==> src/rtl/pci_cfg_header.sv <==
module pci_cfg_header #(
  parameter logic [15:0] VENDOR_ID  = 16'h1D0F,
  parameter logic [15:0] DEVICE_ID  = 16'h7A21,
  parameter logic [15:0] SUBSYS_VID = 16'h1D0F,
  parameter logic [15:0] SUBSYS_ID  = 16'h0003,
  parameter logic [7:0]  REV_ID     = 8'h02,
  parameter logic [23:0] CLASS_CODE = 24'h020000,
  parameter logic [7:0]  INT_PIN    = 8'h01,
  parameter logic [7:0]  MIN_GNT    = 8'h04,
  parameter logic [7:0]  MAX_LAT    = 8'h10,
  parameter logic [5:0]  BAR_IO     = 6'b000010,
  parameter logic [35:0] BAR_LOG2   = {6'd0, 6'd0, 6'd20, 6'd0, 6'd8, 6'd12}
) (
  input  logic        clk,
  input  logic        rst_n,
  input  logic        req,
  input  logic        wr,
  input  logic [5:0]  dw,
  input  logic [3:0]  be,
  input  logic [31:0] wdata,
  output logic        rsp_vld,
  output logic [31:0] rdata,
  output logic        err
);
  localparam int NBAR   = 6;
  localparam int HDR_DW = 16;
  localparam int BAR_DW = 4;
  localparam int ROM_DW = 12;

  logic [15:0] cmd_q;
  logic [7:0]  cls_q, lat_q, il_q;
  logic [31:0] rom_q;
  logic [31:0] bar_rd [NBAR];
  logic [3:0]  fb;
  logic [31:0] rd_word;

  wire be_ok   = (be == 4'b0001) || (be == 4'b0010) || (be == 4'b0100) || (be == 4'b1000) ||
                 (be == 4'b0011) || (be == 4'b1100) || (be == 4'b1111);
  wire in_hdr  = dw < 6'(HDR_DW);
  wire is_bar  = (dw >= 6'(BAR_DW)) && (dw < 6'(BAR_DW + NBAR));
  wire need_fw = is_bar || (dw == 6'(ROM_DW));

  always_comb begin
    case (dw)
      6'd0, 6'd10, 6'd11, 6'd13, 6'd14: fb = 4'b1111;
      6'd3:                             fb = 4'b1100;
      default:                          fb = 4'b0000;
    endcase
  end

  wire bad = !be_ok || !in_hdr || (wr && ((|(be & fb)) || (need_fw && be != 4'b1111)));
  wire wok = req && wr && !bad;

  for (genvar i = 0; i < NBAR; i++) begin : g_bar
    localparam int   LG    = int'(BAR_LOG2[6*i +: 6]);
    localparam bit   IO    = BAR_IO[i];
    localparam int   LOWB  = IO ? 2 : 4;
    localparam int   EFF   = (LG < LOWB) ? LOWB : ((LG > 31) ? 31 : LG);
    localparam logic [31:0] AMASK = (LG == 0) ? 32'd0 : ~((32'd1 << EFF) - 32'd1);
    localparam logic [31:0] TYPEB = (LG == 0) ? 32'd0 : {31'd0, IO};
    logic [31:0] q;
    always_ff @(posedge clk) begin
      if (!rst_n)                            q <= '0;
      else if (wok && dw == 6'(BAR_DW + i))  q <= wdata & AMASK;
    end
    assign bar_rd[i] = (q & AMASK) | TYPEB;
  end

  always_ff @(posedge clk) begin
    if (!rst_n) begin
      cmd_q <= '0;
      cls_q <= '0;
      lat_q <= '0;
      il_q  <= '0;
      rom_q <= '0;
    end else if (wok) begin
      if (dw == 6'd1) begin
        if (be[0]) cmd_q[7:0]  <= wdata[7:0];
        if (be[1]) cmd_q[15:8] <= wdata[15:8];
      end
      if (dw == 6'd3) begin
        if (be[0]) cls_q <= wdata[7:0];
        if (be[1]) lat_q <= wdata[15:8];
      end
      if (dw == 6'd15 && be[0]) il_q <= wdata[7:0];
      if (dw == 6'(ROM_DW))
        rom_q <= (wdata == 32'hFFFF_FFFE) ? 32'hFFFF_FFFF : wdata;
    end
  end

  always_comb begin
    rd_word = '0;
    for (int i = 0; i < NBAR; i++)
      if (dw == 6'(BAR_DW + i)) rd_word = bar_rd[i];
    case (dw)
      6'd0:    rd_word = {DEVICE_ID, VENDOR_ID};
      6'd1:    rd_word = {16'h0000, cmd_q};
      6'd2:    rd_word = {CLASS_CODE, REV_ID};
      6'd3:    rd_word = {16'h0000, lat_q, cls_q};
      6'd11:   rd_word = {SUBSYS_ID, SUBSYS_VID};
      6'd12:   rd_word = rom_q;
      6'd15:   rd_word = {MAX_LAT, MIN_GNT, INT_PIN, il_q};
      default: ;
    endcase
  end

  wire [31:0] lanes = {{8{be[3]}}, {8{be[2]}}, {8{be[1]}}, {8{be[0]}}};

  always_ff @(posedge clk) begin
    if (!rst_n) begin
      rsp_vld <= 1'b0;
      rdata   <= '0;
      err     <= 1'b0;
    end else begin
      rsp_vld <= req;
      err     <= req && bad;
      rdata   <= (req && !wr && !bad) ? (rd_word & lanes) : 32'd0;
    end
  end
endmodule


==> config.mk <==
export PLATFORM = sky130hd
export DESIGN_NAME = pci_cfg_header
export DESIGN_NICKNAME = d
export VERILOG_FILES = /design/src/rtl/pci_cfg_header.sv
export SDC_FILE = /design/constraint.sdc
export NUM_CORES = 1
export LEC_CHECK = 0
export BUFFER_PORTS_ARGS = -buffer_cell sky130_fd_sc_hd__buf_4
export CAP_MARGIN = 20
export CORE_MARGIN = 2
export CORE_UTILIZATION = 35
export DETAILED_ROUTE_END_ITERATION = 7
export GPL_TIMING_DRIVEN = 0
export PLACE_DENSITY = 0.49
export SYNTH_ARGS = -nofsm -noshare
export SYNTH_HDL_FRONTEND = slang
export SYNTH_SLANG_ARGS = --single-unit
==> constraint.sdc <==
create_clock -name clk -period 2.8 [get_ports clk]
set_clock_uncertainty 0.2 [all_clocks]
set_input_delay 0.28 -clock clk [delete_from_list [all_inputs] [get_ports clk]]
set_output_delay 0.28 -clock clk [all_outputs]
set_load 0.01 [all_outputs]
==> results.tsv <==
stage	metric	value	unit
clocking	clock-sinks	162	
layout	drive_above_1_share	17.29	%
setup_path	cp.required	2880	ps
synth	yosysMostFrequentCell	dfxtp_1	
global_routing	grt_pass1_wl	38.19	mm
min_path	worstHoldPathType	input port to flop	
global_routing	grt_usage	22.78	%
floorplanning	die_x	148.7	um
sta	period_share	93.88	%
status	outcome	finished clean	
global_routing	overflow	0	
synth	synth.ff_latch_count	162	
place	gp_congestion	0.8299	
floorplanning	die_h	148.7	um
floorplanning	rows	52	
setup_path	r2r_slack	1360	ps
floorplanning	coreArea	20360	sq um
place	port_buffers	75	
flow_run	max-cap-violations	0	
routing	avgViaCountPerCell	5.504	
setup_path	cp_cell_sequence	dlygate4sd3_1 -> buf_4 -> and4_1 -> a221o_1 -> nand4_1 -> a221oi_1	
floorplanning	initial_core_util	35.99	%
routing	ant_nets	0	
global_routing	antenna_found_initial	0	
routing	routed_wl	24.68	mm
synth	avgSynthCellArea	9.218	sq um
sta	min_period	2629	ps
floorplanning	io-pin-count	80	
place	place_area	8229	sq um
sta	tns	0	ps
layout	multi_input_area	3732	sq um
setup_path	cp_max_fo	8	
power_and_ir_drop	ir_worst_vdd	0.3510	mV
routing	vias	6643	
sta	slew_headroom	38.13	%
sta	drv_slew	0	
setup_path	critPathMaxStageDelay	580	ps
layout	fin_area	9170	sq um
routing	drtIter0Drc	451	
clocking	root_buffer	clkbuf_16	
routing	drc	0	
layout	fin_nets	970	
layout	fillerInstances	2017	
setup_path	start_kind	input port	
routing	dr.pass1.iters	5	
layout	seqCellArea	3243	sq um
clocking	cts_tree	done	
synth	synth.top_cell.area_share	44.25	%
sta	hold_viol_final	0	
global_routing	grt_pass1_vias	6612	
clocking	clk_path_buf_depth	2	
sta	setup_viol	0	
clocking	htreeDepth	4	
setup_path	cp_top_family	compound AO/OA/AOI/OAI gates	
layout	diodes	0	
place	hpwlAfterDp	17.56	mm
clocking	cts_buffers	17	
layout	areaGrowthSynthToFinish	25.13	%
synth	async_flop_share	0	%
sta	fin_ws	171.3	ps
setup_path	critPathSlowestCell	a221oi_1	
synth	ys_warn_count	0	
synth	synth.top_cells.by_count	dfxtp_1, nand2_1, mux2i_1	
sta	worstMarginPinSlew	925.4	ps
synth	ys_types	67	
synth	synth-main-ff-cell	dfxtp_1	
synth	synth_edf_count	0	
power_and_ir_drop	power_density	549.6	nW/um^2
synth	synth_area_leaders	dfxtp_1, mux2i_1, nand2_1	
synth	post-synth-top-area-cell	dfxtp_1	
place	pre_cts_ws	172.8	ps
power_and_ir_drop	power_leakage	0.003526	uW
routing	routedWlPerCell	20.45	um
sta	rsz0062_at_grt	no	
global_routing	grt_max_degree	17	
power_and_ir_drop	finalPower	5040	uW
setup_path	critPathArrivalTime	2710	ps
setup_path	crit_buf_inv	2	
clocking	cts.clk_slew.worst_paths	60	ps
setup_path	worst-setup-path-type	input port to flop	
synth	netlist_area	7328	sq um
sta	clock.fmax	380.4	MHz
floorplanning	dieArea	22110	sq um
clocking	clkLatencyLatePin	430	ps
setup_path	cp-end-kind	flop	
synth	synthCells	795	
synth	seq_area_frac_synth	44.25	%
synth	synth_nets	841	
-- stage by stage --
stage                     instances  util [%]  hold slack, ps
final                          1207     45.03           238.4
after global routing           1207     45.03           249.0
after CTS                      1207     45.03           219.1
after detailed placement       1140     40.41           241.6
after global placement         1140     40.41           236.7
after floorplan                 795         -           215.4
-- sequential cells by signal, indices dropped and copies added (netlist names) --
name	count
g_bar.q	56
cmd_q	16
err	1
rsp_vld	1
rdata	32
il_q	8
lat_q	8
cls_q	8
rom_q	32
-- layout make-up --
class	instances	area share, %
Timing Repair Buffer	110	9.960
Multi-Input combinational cell	562	40.70
Sequential cell	162	35.37
Inverter	4	0.1637
Buffer	67	3.684
Tap cell	270	3.684
Clock buffer	21	5.021
Clock inverter	11	1.419
-- cell usage in the layout, fill, tap and decap left out, types with 12 or more instances in the layout --
master and n:
buf_2 29, a21boi_1 50, clkbuf_16 17, o2bb2ai_1 12
clkbuf_1 34, a21boi_0 18, mux2i_1 72, a22oi_1 36
nor2b_1 17, nor2_1 14, o21ai_0 38, dlygate4sd3_1 35
nand2_1 127, o21ai_1 12, dfxtp_1 162, buf_4 76
nand3_1 51
-- worst min-delay path, cell delays in order --
cell,delay (ps)
buf_2,190
nor3_4,120
nand2_8,140
mux2i_1,80
-- cell families after synthesis --
logic type / Yosys count / share of synthesized area (%)
flops: 162 / 44.25
simple gates: 265 / 18.30
compound gates: 217 / 21.56
mux: 80 / 11.06
buf+inv: 71 / 4.815
-- worst paths after layout --
path                                from                          end  cells after the start
max                                be[0]         rdata[18]$_SDFF_PN0_                      6
min                                dw[1]   g_bar[1].q[9]$_SDFFE_PN0P_                      4
max reg2reg        cls_q[1]$_SDFFE_PN0P_          rdata[1]$_SDFF_PN0_                      3
min reg2reg  g_bar[0].q[13]$_SDFFE_PN0P_  g_bar[0].q[13]$_SDFFE_PN0P_                      2
-- timing repair --
action                                 in CTS  in global routing
gates resized for setup                     0                  0
buffers inserted                            0                  0
endpoints found under the hold margin     130                  0
hold buffers                               35                  0
-- metal layers --
metal,global-route usage (%),up-vias,part of all wire [%]
met4,8.857,0,2.7
met1,30.69,3212,46
met5,0,-,0
li1,-,3142,-
met2,36.69,246,46
met3,3.681,43,6.0
-- report_power, final --
group | switching (uW) | internal (uW) | leakage [uW] | total (uW)
Combinational | 240 | 149 | 0.00195 | 388
Clock | 977 | 1370 | 0.000276 | 2340
Sequential | 1.44 | 2310 | 0.00130 | 2310
(Power assumes the default switching activity.)
